[config.mk]
export PLATFORM = sky130hd
export DESIGN_NAME = keyed_watchdog
export DESIGN_NICKNAME = d
export VERILOG_FILES = /design/src/rtl/keyed_watchdog_pkg.sv /design/src/rtl/keyed_watchdog_count.sv /design/src/rtl/keyed_watchdog_ctrl.sv /design/src/rtl/keyed_watchdog.sv
export SDC_FILE = /design/constraint.sdc
export NUM_CORES = 1
export LEC_CHECK = 0
export BUFFER_PORTS_ARGS = -buffer_cell sky130_fd_sc_hd__buf_4
export CAP_MARGIN = 5
export CORE_MARGIN = 1.5
export CORE_UTILIZATION = 25
export DETAILED_ROUTE_END_ITERATION = 7
export GPL_TIMING_DRIVEN = 0
export SLEW_MARGIN = 0
export SYNTH_ARGS = -nofsm -noshare
export SYNTH_HDL_FRONTEND = slang
export SYNTH_SLANG_ARGS = --single-unit
[constraint.sdc]
create_clock -name clk -period 5.05 [get_ports clk]
set_input_delay 0.2525 -clock clk [delete_from_list [all_inputs] [get_ports clk]]
set_output_delay 0.2525 -clock clk [all_outputs]
set_load 0.01 [all_outputs]
[src/rtl/keyed_watchdog_pkg.sv]
package keyed_watchdog_pkg;
  localparam logic [31:0] START_ARM_WORD  = 32'h1E1E_1E1E;
  localparam logic [31:0] START_CONF_WORD = 32'hE1E1_E1E1;
  localparam logic [31:0] STOP_ARM_WORD   = 32'h1F1F_1F1F;
  localparam logic [31:0] STOP_CONF_WORD  = 32'hF1F1_F1F1;

  localparam logic [1:0] ADDR_CTRL  = 2'd0;
  localparam logic [1:0] ADDR_CFG   = 2'd1;
  localparam logic [1:0] ADDR_CAUSE = 2'd2;

  localparam int CAUSE_BIT   = 5;
  localparam int CFG_SEL_BIT = 0;
  localparam int CFG_QUAL_BIT = 31;

  typedef enum logic [1:0] {
    ARM_NONE  = 2'd0,
    ARM_START = 2'd1,
    ARM_STOP  = 2'd2
  } armState_t;

  typedef struct packed {
    logic reload;
    logic halt;
  } cntStrobe_t;
endpackage

[src/rtl/keyed_watchdog_count.sv]
module keyed_watchdog_count
  import keyed_watchdog_pkg::*;
#(
  parameter int CNT_W = 32
) (
  input  logic             clk,
  input  logic             porRstN,
  input  logic             sysRstN,
  input  logic             tickEn,
  input  cntStrobe_t       strobe,
  output logic [CNT_W-1:0] cntVal,
  output logic             running,
  output logic             hitZero,
  output logic             rstReq
);
  localparam logic [CNT_W-1:0] RELOAD_VAL = '1;
  localparam logic [CNT_W-1:0] LAST_VAL   = CNT_W'(1);

  assign hitZero = sysRstN && running && tickEn && !strobe.reload &&
                   !strobe.halt && (cntVal == LAST_VAL);

  always_ff @(posedge clk or negedge porRstN) begin
    if (!porRstN) begin
      cntVal  <= RELOAD_VAL;
      running <= 1'b0;
      rstReq  <= 1'b0;
    end else if (!sysRstN) begin
      cntVal  <= RELOAD_VAL;
      running <= 1'b0;
      rstReq  <= 1'b0;
    end else begin
      rstReq <= hitZero;
      if (strobe.reload) begin
        cntVal  <= RELOAD_VAL;
        running <= 1'b1;
      end else if (strobe.halt) begin
        running <= 1'b0;
      end else if (running && tickEn) begin
        cntVal <= cntVal - LAST_VAL;
        if (cntVal == LAST_VAL) running <= 1'b0;
      end
    end
  end
endmodule

[src/rtl/keyed_watchdog_ctrl.sv]
module keyed_watchdog_ctrl
  import keyed_watchdog_pkg::*;
#(
  parameter int CNT_W    = 32,
  parameter bit CAN_STOP = 1'b1
) (
  input  logic             clk,
  input  logic             porRstN,
  input  logic             sysRstN,
  input  logic             wrEn,
  input  logic [1:0]       wrAddr,
  input  logic [31:0]      wrData,
  input  logic [1:0]       rdAddr,
  input  logic [CNT_W-1:0] cntVal,
  input  logic             hitZero,
  output cntStrobe_t       strobe,
  output logic [31:0]      rdData,
  output logic             causeFlag,
  output logic             fullBusRst
);
  armState_t armState;
  logic ctlWr, cfgWr, causeWr;
  logic stopArmHit, stopConfHit;
  logic startDone, stopDone;

  assign ctlWr   = wrEn && (wrAddr == ADDR_CTRL);
  assign cfgWr   = wrEn && (wrAddr == ADDR_CFG);
  assign causeWr = wrEn && (wrAddr == ADDR_CAUSE);

  generate
    if (CAN_STOP) begin : g_stop
      assign stopArmHit  = (wrData == STOP_ARM_WORD);
      assign stopConfHit = (wrData == STOP_CONF_WORD);
    end else begin : g_noStop
      assign stopArmHit  = 1'b0;
      assign stopConfHit = 1'b0;
    end
  endgenerate

  assign startDone = sysRstN && ctlWr && (armState == ARM_START) &&
                     (wrData == START_CONF_WORD);
  assign stopDone  = sysRstN && ctlWr && (armState == ARM_STOP) && stopConfHit;

  always_comb begin
    strobe.reload = startDone;
    strobe.halt   = stopDone;
  end

  always_ff @(posedge clk or negedge porRstN) begin
    if (!porRstN) begin
      armState <= ARM_NONE;
    end else if (!sysRstN) begin
      armState <= ARM_NONE;
    end else if (ctlWr) begin
      if (startDone || stopDone)             armState <= ARM_NONE;
      else if (wrData == START_ARM_WORD)     armState <= ARM_START;
      else if (stopArmHit)                   armState <= ARM_STOP;
      else                                   armState <= ARM_NONE;
    end
  end

  always_ff @(posedge clk or negedge porRstN) begin
    if (!porRstN) begin
      fullBusRst <= 1'b0;
    end else if (cfgWr && wrData[CFG_QUAL_BIT]) begin
      fullBusRst <= wrData[CFG_SEL_BIT];
    end
  end

  always_ff @(posedge clk or negedge porRstN) begin
    if (!porRstN) begin
      causeFlag <= 1'b0;
    end else if (hitZero) begin
      causeFlag <= 1'b1;
    end else if (causeWr && wrData[CAUSE_BIT]) begin
      causeFlag <= 1'b0;
    end
  end

  always_comb begin
    rdData = '0;
    unique case (rdAddr)
      ADDR_CTRL:  rdData = 32'(cntVal);
      ADDR_CFG:   rdData[CFG_SEL_BIT] = fullBusRst;
      ADDR_CAUSE: rdData[CAUSE_BIT] = causeFlag;
      default:    rdData = '0;
    endcase
  end
endmodule

[src/rtl/keyed_watchdog.sv]
module keyed_watchdog
  import keyed_watchdog_pkg::*;
#(
  parameter int CNT_W    = 32,
  parameter bit CAN_STOP = 1'b1
) (
  input  logic        clk,
  input  logic        porRstN,
  input  logic        sysRstN,
  input  logic        tickEn,
  input  logic        wrEn,
  input  logic [1:0]  wrAddr,
  input  logic [31:0] wrData,
  input  logic [1:0]  rdAddr,
  output logic [31:0] rdData,
  output logic        timerOn,
  output logic        rstReq,
  output logic        fullBusRst
);
  cntStrobe_t       strobe;
  logic [CNT_W-1:0] cntVal;
  logic             hitZero;
  logic             causeFlag;

  keyed_watchdog_ctrl #(.CNT_W(CNT_W), .CAN_STOP(CAN_STOP)) ctrlInst (
    .clk(clk), .porRstN(porRstN), .sysRstN(sysRstN),
    .wrEn(wrEn), .wrAddr(wrAddr), .wrData(wrData), .rdAddr(rdAddr),
    .cntVal(cntVal), .hitZero(hitZero), .strobe(strobe),
    .rdData(rdData), .causeFlag(causeFlag), .fullBusRst(fullBusRst)
  );

  keyed_watchdog_count #(.CNT_W(CNT_W)) countInst (
    .clk(clk), .porRstN(porRstN), .sysRstN(sysRstN), .tickEn(tickEn),
    .strobe(strobe), .cntVal(cntVal), .running(timerOn),
    .hitZero(hitZero), .rstReq(rstReq)
  );
endmodule

Word level (Yosys, flattened, before mapping)
Cells that the tools add are included.
- register bits after elaboration: 38
- output and inout port bits: 35
- word-level logic and storage cells: 68
- add/subtract/negate cells: 1
- equality and inequality tests: 16
- mux-type cells: 21
- reduce and logical (&&, ||, !) cells: 24
- operators by type and width (operator ; number):
    32-bit 2-to-1 mux ; 4
    32-bit by 29-bit == test with 1-bit output (second input constant) ; 2
    32-bit == test (second input constant) ; 2
    32-bit by 1-bit == test with 1-bit output (second input constant) ; 1
    32-bit by 1-bit subtractor with 32-bit output (second input constant) ; 1
    26-bit 2-to-1 mux ; 1
    1-bit logical AND ; 16
    2-bit 2-to-1 mux ; 5
    1-bit 2-to-1 mux ; 8
    4-bit by 1-bit inequality test with 1-bit output (second input constant) ; 2
    2-bit by 1-bit == test with 1-bit output (second input constant) ; 3
    2-bit == test (second input constant) ; 3
    2-bit zero test ; 2
    4-bit 2-to-1 mux ; 1
    1-bit one-hot mux with 2 select lines ; 2
    2-bit AND reduction ; 2
    3-bit by 1-bit inequality test with 1-bit output (second input constant) ; 1
    3-bit by 2-bit inequality test with 1-bit output (second input constant) ; 1
    1-bit zero test ; 2
    2-bit by 1-bit inequality test with 1-bit output (second input constant) ; 1
    2-bit nonzero test ; 1
    1-bit logical OR ; 1

Logic depth before layout (Yosys ltp)
Gate-level depths: netlist of run 1.
- depth in word-level cells: 10
- gate-level depth with buffers: 7
- depth with buffers taken out: 7

Cells and area by module
From an unflattened synthesis of run 1, not the netlist that was laid out.
- cell total of the unflattened synthesis: 275
- area, all modules: 2549.9 sq um
- by module, submodules not included (module ; instances ; cells each ; area an instance (sq um) ; sequential area each (sq um)):
    keyed_watchdog_count ; 1 ; 196 ; 1943.1 ; 890.9
    keyed_watchdog_ctrl ; 1 ; 79 ; 606.8 ; 100.1

Worst setup path before layout of run 1
No wires, ideal clock.
- path type: register to register
- start point: register countInst.cntVal[16]
- end point: register countInst.running
- arrival: 2058 ps
- required time: 4930 ps
- path slack: 2873 ps
- cell stages (with the launch flop): 7
- period minus slack after synthesis: 2177 ps
- path through: dfstp_2 -> or4_1 -> buf_2 -> or4_4 -> nor3_4 -> nand3_1 -> a31o_1
- word-level cells in the longest chain between the ends: 3
- ends and longest elaborated chain (item ; RTL line ; RTL):
    start, declared ; keyed_watchdog_count.sv:11 ; output logic [CNT_W-1:0] cntVal,
    start signal, assigned ; keyed_watchdog_count.sv:39 ; cntVal <= cntVal - LAST_VAL;
    32-bit by 1-bit == test with 1-bit output ; keyed_watchdog_count.sv:40 ; if (cntVal == LAST_VAL) running <= 1'b0;
    4-bit by 1-bit inequality test with 1-bit output (no source line) ; -- ;
    2-bit AND reduction (no source line) ; -- ;
    end signal, assigned ; keyed_watchdog_count.sv:35 ; running <= 1'b1;
    end signal, assigned ; keyed_watchdog_count.sv:37 ; running <= 1'b0;
    end signal, assigned ; keyed_watchdog_count.sv:40 ;
    end, declared ; keyed_watchdog_count.sv:12 ; output logic running,
Every way passes these cells.
A chain may end at the register's enable or synchronous reset.

Worst setup path after layout of run 1
- start point: register countInst.cntVal[1]
- end point: register countInst.cntVal[26]
- word-level cells in the longest chain between the ends: 5
- ends and longest elaborated chain (item ; RTL line ; RTL):
    32-bit by 1-bit subtractor with 32-bit output ; keyed_watchdog_count.sv:39 ;
    32-bit 2-to-1 mux ; keyed_watchdog_count.sv:38 ; end else if (running && tickEn) begin
    32-bit 2-to-1 mux ; keyed_watchdog_count.sv:36 ; end else if (strobe.halt) begin
    32-bit 2-to-1 mux ; keyed_watchdog_count.sv:33 ; if (strobe.reload) begin
    32-bit 2-to-1 mux ; keyed_watchdog_count.sv:27 ; end else if (!sysRstN) begin
Every way passes these cells. The select of a mux whose other input is x is not followed.

==> metrics.md, run 1 <==
| Metric | Value |
|---|---|
| Drt pass-1 iters | 4 |
| DR vias | 2,674 |
| Routed wire length | about 7.7 mm |
| Syn. warnings | 0 |
| Hold Crit Start | wrData[0] |
| Top cell type's share of synthesized area | 0.321 |
| Final Util | 0.337 |
| Clock Latency Late Sink | 0.29 ns |
| P_leak | between 1 and 1.5 nW |
| Tmin final | ~2.5 ns |
| Tightest Pin Transition | 0.635 ns |
| Critical path capture point type | flip-flop |
| CP Max Fanout | 8 |
| #FFs+latches synth | 38 |
| Crit path largest cell delay | 0.52 ns |
| Post-synth cell types | 46 |
| Root Buffer | clkbuf_8 |
| Core box area | 10,200 um2 |
| Port Buffers | 75 |
| Reg2reg start | countInst.cntVal[1]$_DFFE_PN1P_ |
| Slew Viols, Final | 0 |
| Storage element area | a little under 1000 um2 |
| Hold Violations, Final | 0 |
| Sequential area share after synthesis | 0.378 |
| Multiplexer share of the synthesized area | 0.0119 |
| Post-synth top area cell | dfstp_2 |
| DRT iter0 DRCs | 80 |
| Final Wtd Congestion | 0.846 |
| Worst Hold Slack | 0.234 ns |
| Synthesized netlist cell count | 299 |
| Synth Area in Compound Gates | 0.146 |
| Largest delay share family, worst path | simple AND/OR/NAND/NOR gates |
| Number of global-route vias before repair | 2,614 |
| CP arrival | between 2 and 3 ns |
| Fin Clk Skew | 0.00612 ns |
| Worst Setup Path Type | flip-flop to flip-flop |
| Layout cell share with drive strength beyond 1 | 0.326 |
| CTS Buffer Depth | 2 |
| Largest family of logic cells by synthesized area | simple AND/OR/NAND/NOR gates |
| Slowest CP cell | nor4b_1 |
| Relative slew slack | 0.571 |
| RSZ-0062 raised after global routing | no |
| Antenna diode count | 0 |
| Number of antenna violations at the first check in global routing | 0 |
| Setup TNS | 0 ns |
| Total Die Area | 11,100 um2 |
| Worst Setup SP | countInst.cntVal[1]$_DFFE_PN1P_ |
| Io pins | 76 |
| CP Cell Sequence | inv_1, ha_1, nor4b_1, nand4_1, nor2_2, and4_1, o21ai_1 |
| Critical Path RT | about 5.3 ns |
| Die Y | 105 um |
| Post-synth EDFFs | 0 |
| PostCTS Resize Cnt | 0 |
| Status | completed |
| Detail Route Antenna Nets | 0 |
| Final period util | 0.487 |
| Startpoint Class | flip-flop |
| Worst-path clk slew | roughly 0.070 ns |
| Synth Area in XOR/XNOR | 0 |
| Area grow syn2layout | 31.4% |
| Buffer and inverter count on the worst path | 1 |
| CTS Buf Count | 5 |
| Num rows | 37 |
| Final setup fails | 0 |
| Async SR Flop Fraction | 1.00 |
| First-pass GRT wire length | approximately 13 mm |
| # clock sinks | 38 |
| CTS HTree Levels | 2 |
| Detail Placement HPWL | 5.94 mm |
| Largest net degree at the start of global routing | 39 |
| PD cells | between 150 and 200 nW/um2 |
| Post-synthesis simple-gate area fraction | 0.425 |
| HP Class | input port to flip-flop |
| Gr ovfl total | 0 |
| DRC violations left | 0 |
| Die X | roughly 110 um |
| Starting density of the core | 0.256 |
| Syn nets | 342 |
| Mapped cell area | 2620 um2 |
| CTS tree | yes |
| Number of fill cells in the layout | about 1,100 |
| Detail-routed via count per cell | about 5 |
| DR WL/cell | 14.8 um |
| Ys flop type | dfstp_2 |
| VDD IR max | roughly 85 uV |
| Area of the multi-input gates | around 1600 um2 |
| Synth Area in Adders | 0.00954 |
| Total track usage | 0.144 |
| Final nets | 425 |
| Max Fclk | 407 MHz |
| Main area contributors after synthesis | dfstp_2 (32%), and2_1 (7.4%), dfrtp_1 (5.7%) |
| Max cap viols | 0 |
| Syn_area_per_cell | 8.77 um2 |
-- metal layers --
metal,share of wire,track usage,vias to the layer above
li1,-,-,1326
met1,0.48,0.190,1260
met2,0.47,0.240,81
met3,0.049,0.0309,7
met4,0.0080,0.0294,0
met5,0,0,-
-- Yosys cell counts, types with 4 or more instances --
| master | count |
|---|---|
| or3_1 | 10 |
| nand2_1 | 13 |
| nand4b_1 | 4 |
| o311ai_0 | 5 |
| a21oi_1 | 8 |
| clkbuf_1 | 12 |
| nand4_1 | 9 |
| and3_1 | 11 |
| or4_1 | 12 |
| and2_1 | 31 |
| nor2_1 | 18 |
| inv_1 | 4 |
| and4_1 | 10 |
| o21ai_0 | 18 |
| nand3_1 | 17 |
| dfrtp_1 | 6 |
| dfstp_2 | 32 |
| a31oi_1 | 8 |
| o31ai_1 | 4 |
| o41ai_1 | 5 |
| buf_2 | 4 |
| nor3_1 | 13 |
| o21ai_1 | 7 |
| nor4_1 | 4 |
-- flip-flops by register name, indices dropped and copies added, names as in the netlist --
name and cells:
countInst.cntVal 32, ctrlInst.armState 2, countInst.rstReq 1, countInst.running 1, ctrlInst.causeFlag 1, ctrlInst.fullBusRst 1
-- through the flow --
stage,power (mW),setup slack (ns),cells,instance area (um2)
after detailed placement,0.411,2.63,510,3360
after floorplan,0.345,2.87,299,2620
after global placement,0.410,2.64,510,3360
after global routing,0.642,2.29,519,3450
after CTS,0.618,2.59,519,3450
final,0.609,2.59,519,3450
-- timing repair --
item | CTS | global route
hold endpoints to repair | 6 | 0
buffers inserted | 0 | 0
hold buffers | 1 | 0
-- placed cells by master (no fill, tap or decap), types with 10 or more instances in the layout --
cell and instances:
buf_4 75, dfstp_2 32, and2_1 31, nor2_1 18, o21ai_0 18, nand3_1 17
clkbuf_1 15, nor3_1 13, nand2_1 13, or4_1 12, and3_1 11, or3_1 10
and4_1 10
-- cell type report --
type	instances	share of cell area
tap	136	0.0494
inverter	4	0.00436
clock buffer	8	0.0232
buffer	16	0.0189
timing repair buffer	76	0.166
multi-input combinational	241	0.450
sequential	38	0.288
-- power breakdown --
group	leakage [nW]	total [mW]	switching (mW)	internal, mW
logic	0.874	0.0951	0.0430	0.0522
clock network	0.0395	0.205	0.107	0.0982
registers	0.419	0.309	0.00210	0.307
total	1.33	0.609	0.152	0.458
-- worst paths after layout --
kind	endpoint	slack, ns	depth (start not counted)
setup / recovery	countInst.cntVal[26]$_DFFE_PN1P_	2.59	7
hold / removal	ctrlInst.fullBusRst$_DFFE_PN0P_	0.23	2
setup reg to reg	countInst.cntVal[26]$_DFFE_PN1P_	2.59	7
hold reg to reg	countInst.cntVal[17]$_DFFE_PN1P_	0.51	2
max in group asynchronous	countInst.cntVal[20]$_DFFE_PN1P_	4.22	2
min in group asynchronous	countInst.running$_DFFE_PN0P_	0.47	2
-- cell families after synthesis --
kind of cell             after synthesis
adder cells (fa/ha/maj)                2
AND/OR/NAND/NOR                      176
buffers and inverters                 20
multiplexers                           3
AO/OA/AOI/OAI                         60
flip-flops                            38
No activity file was read; power rests on OpenSTA's default activity.
==> run 2: changes to the inputs <==
clock period = 2.5 ns   (was 5.05 ns; I/O delays follow)
==> run 2 against run 1 <==
Net effect:
- cell count rose by 0.58%
- wire length grew 0.49%
- register-to-register slack got worse by 2.4 ns
- final area increased by 0.84%
- clock skew barely moved
- combinational power up 100%
- via count rose by 1.3%
- critical endpoint is now countInst.running$_DFFE_PN0P_
- largest cell class unchanged
- largest power group unchanged
==> metrics.md, run 2 (synthesized netlist as in run 1, its figures left out) <==
| Metric | Value |
|---|---|
| Largest registers | countInst.cntVal: 32 flops, ctrlInst.armState: 2 flops |
| Routed wire length | 7.75 mm (+0.49%) |
| P_leak | 1.34 nW (+0.93%) |
| Tightest Pin Transition | 0.635 ns (unchanged) |
| CP Max Fanout | 8 (unchanged) |
| DR vias | 2,709 (+1.3%) |
| Setup TNS | 0 ns (unchanged) |
| Detail Route Antenna Nets | 0 (unchanged) |
| Number of global-route vias before repair | 2,614 (unchanged) |
| Port Buffers | 75 (unchanged) |
| Most frequent cells in the layout | buf_4 (78), dfstp_2 (32), and2_1 (31) |
| First-pass GRT wire length | 12.9 mm (unchanged) |
| Final Wtd Congestion | 0.846 (unchanged) |
| Worst-path clk slew | 0.07 ns (about the same) |
| PD cells | 354 nW/um2 (+100%) |
| Detail Placement HPWL | 5.94 mm (unchanged) |
| Worst Setup SP | countInst.cntVal[16]$_DFFE_PN1P_ |
| Total Die Area | 11,100 um2 (unchanged) |
| Dpl cells | 510 (unchanged) |
| # clock sinks | 38 (unchanged) |
| DR WL/cell | 14.8 um (about the same) |
| Max reg flops | 32 (unchanged) |
| Relative slew slack | 0.571 (unchanged) |
| Root Buffer | clkbuf_8 |
| Hold Violations, Final | 0 (unchanged) |
| Largest net degree at the start of global routing | 39 (unchanged) |
| Final period util | 0.943 (+0.456) |
| Max cap viols | 0 (unchanged) |
| Io pins | 76 (unchanged) |
| Worst R2R Path Depth | 6 (-1) |
| Core box area | 10,200 um2 (unchanged) |
| Final setup fails | 0 (unchanged) |
| Total track usage | 0.144 (unchanged) |
| Die X | 105 um (unchanged) |
| Tot Pwr | 1.23 mW (+100%) |
| Status | completed |
| R2r setup slk | 0.14 ns (-2.45 ns) |
| Gr ovfl total | 0 (unchanged) |
| Drt pass-1 iters | 4 (unchanged) |
| CTS tree | yes |
| CTS HTree Levels | 2 (unchanged) |
| Critical Path RT | 2.68 ns (-2.57 ns) |
| Layout cell share with drive strength beyond 1 | 0.334 (+0.00783) |
| Critical path capture point type | flip-flop |
| Fin Clk Skew | 0.00657 ns (+0.000452 ns) |
| Antenna diode count | 0 (unchanged) |
| VDD IR max | 172 uV (+100%) |
| CTS Buf Count | 5 (unchanged) |
| Reg2reg end | countInst.running$_DFFE_PN0P_ |
| Tmin final | 2.36 ns (-0.102 ns) |
| Reg2reg start | countInst.cntVal[16]$_DFFE_PN1P_ |
| Starting density of the core | 0.256 (unchanged) |
| Max Fclk | 424 MHz (+4.3%) |
| Clock Latency Late Sink | 0.29 ns (about the same) |
| HP Class | input port to flip-flop |
| Die Y | 105 um (unchanged) |
| Final cell count without fillers | 522 (+0.58%) |
| Most common cell after layout, fill and taps aside | buf_4 |
| Crit path capture | countInst.running$_DFFE_PN0P_ |
| DRT iter0 DRCs | 100 (+25%) |
| Worst Setup Path Type | flip-flop to flip-flop |
| CP arrival | 2.54 ns (-0.12 ns) |
| Detail-routed via count per cell | 5.19 (+0.73%) |
| Final nets | 428 (+0.71%) |
| Slew Viols, Final | 0 (unchanged) |
| Startpoint Class | flip-flop |
| Area grow syn2layout | 32.5% |
| Largest register by flop count | countInst.cntVal |
| Num rows | 37 (unchanged) |
| DRC violations left | 0 (unchanged) |
| RSZ-0062 raised after global routing | no |
| Number of antenna violations at the first check in global routing | 0 (unchanged) |
| CTS Buffer Depth | 2 (unchanged) |
-- run 2: cell count changes in the layout (fill, tap and decap cells not counted) --
cell and change:
nor4b_1 -1, buf_4 +3, nor4b_2 +1
-- run 2: how the worst min path moves through the flow --
stage / from / to / depth (start not counted)
after floorplan: porRstN / countInst.rstReq$_DFF_PN0_ / 0
after global placement: porRstN / countInst.rstReq$_DFF_PN0_ / 1
after detailed placement: porRstN / countInst.rstReq$_DFF_PN0_ / 1
after CTS: wrData[0] / ctrlInst.fullBusRst$_DFFE_PN0P_ / 2
after global routing: wrData[0] / ctrlInst.fullBusRst$_DFFE_PN0P_ / 2
final: wrData[0] / ctrlInst.fullBusRst$_DFFE_PN0P_ / 2
-- run 2: critical path: stages (launching register included) --
cell and delay, ns:
dfstp_2 0.39, or4_1 0.51, buf_2 0.17, or4_4 0.54, nor3_4 0.22, nand3_1 0.17
a31o_1 0.25
-- run 2: metal layers --
layer,GRT usage,wire length [um],vias up
met2,0.240,3640,76
li1,-,-,1336
met3,0.0309,382,7
met1,0.190,3650,1290
met5,0,0,-
met4,0.0294,67,0
-- run 2: what timing repair did --
item / CTS / global route
hold endpoints to repair: 6 / 0
setup endpoints to repair: 0 / 9
buffers inserted: 0 / 3
hold buffers: 1 / 0
gates resized for setup: 0 / 1
-- run 2: final cells by class --
| cell class | instances | area, um2 |
|---|---|---|
| repair buffers | 79 | 596 |
| clock buffers | 8 | 80.1 |
| multi-input cells | 241 | 1560 |
| plain buffers | 16 | 65.1 |
| well taps | 136 | 170 |
| fillers | 1076 | 6760 |
| inverters | 4 | 15.0 |
| flip-flops and latches | 38 | 991 |
-- run 2: per-stage QoR --
stage          hold WS (ns)  utilization  setup WS [ns]  area (um2)
2_1_floorplan        -0.171            -          0.323        2620
3_3_place_gp          0.122        0.328         0.0861        3360
3_5_place_dp          0.124        0.328         0.0793        3360
4_1_cts              0.0998        0.337         0.0392        3450
5_1_grt              0.0941        0.340         0.0882        3470
6_report              0.107        0.340          0.142        3470
-- run 2: power by group --
| part | switching, mW | internal, mW | leakage [nW] |
|---|---|---|---|
| clock network | 0.215 | 0.198 | 0.0395 |
| logic | 0.0867 | 0.105 | 0.886 |
| registers | 0.00424 | 0.621 | 0.419 |
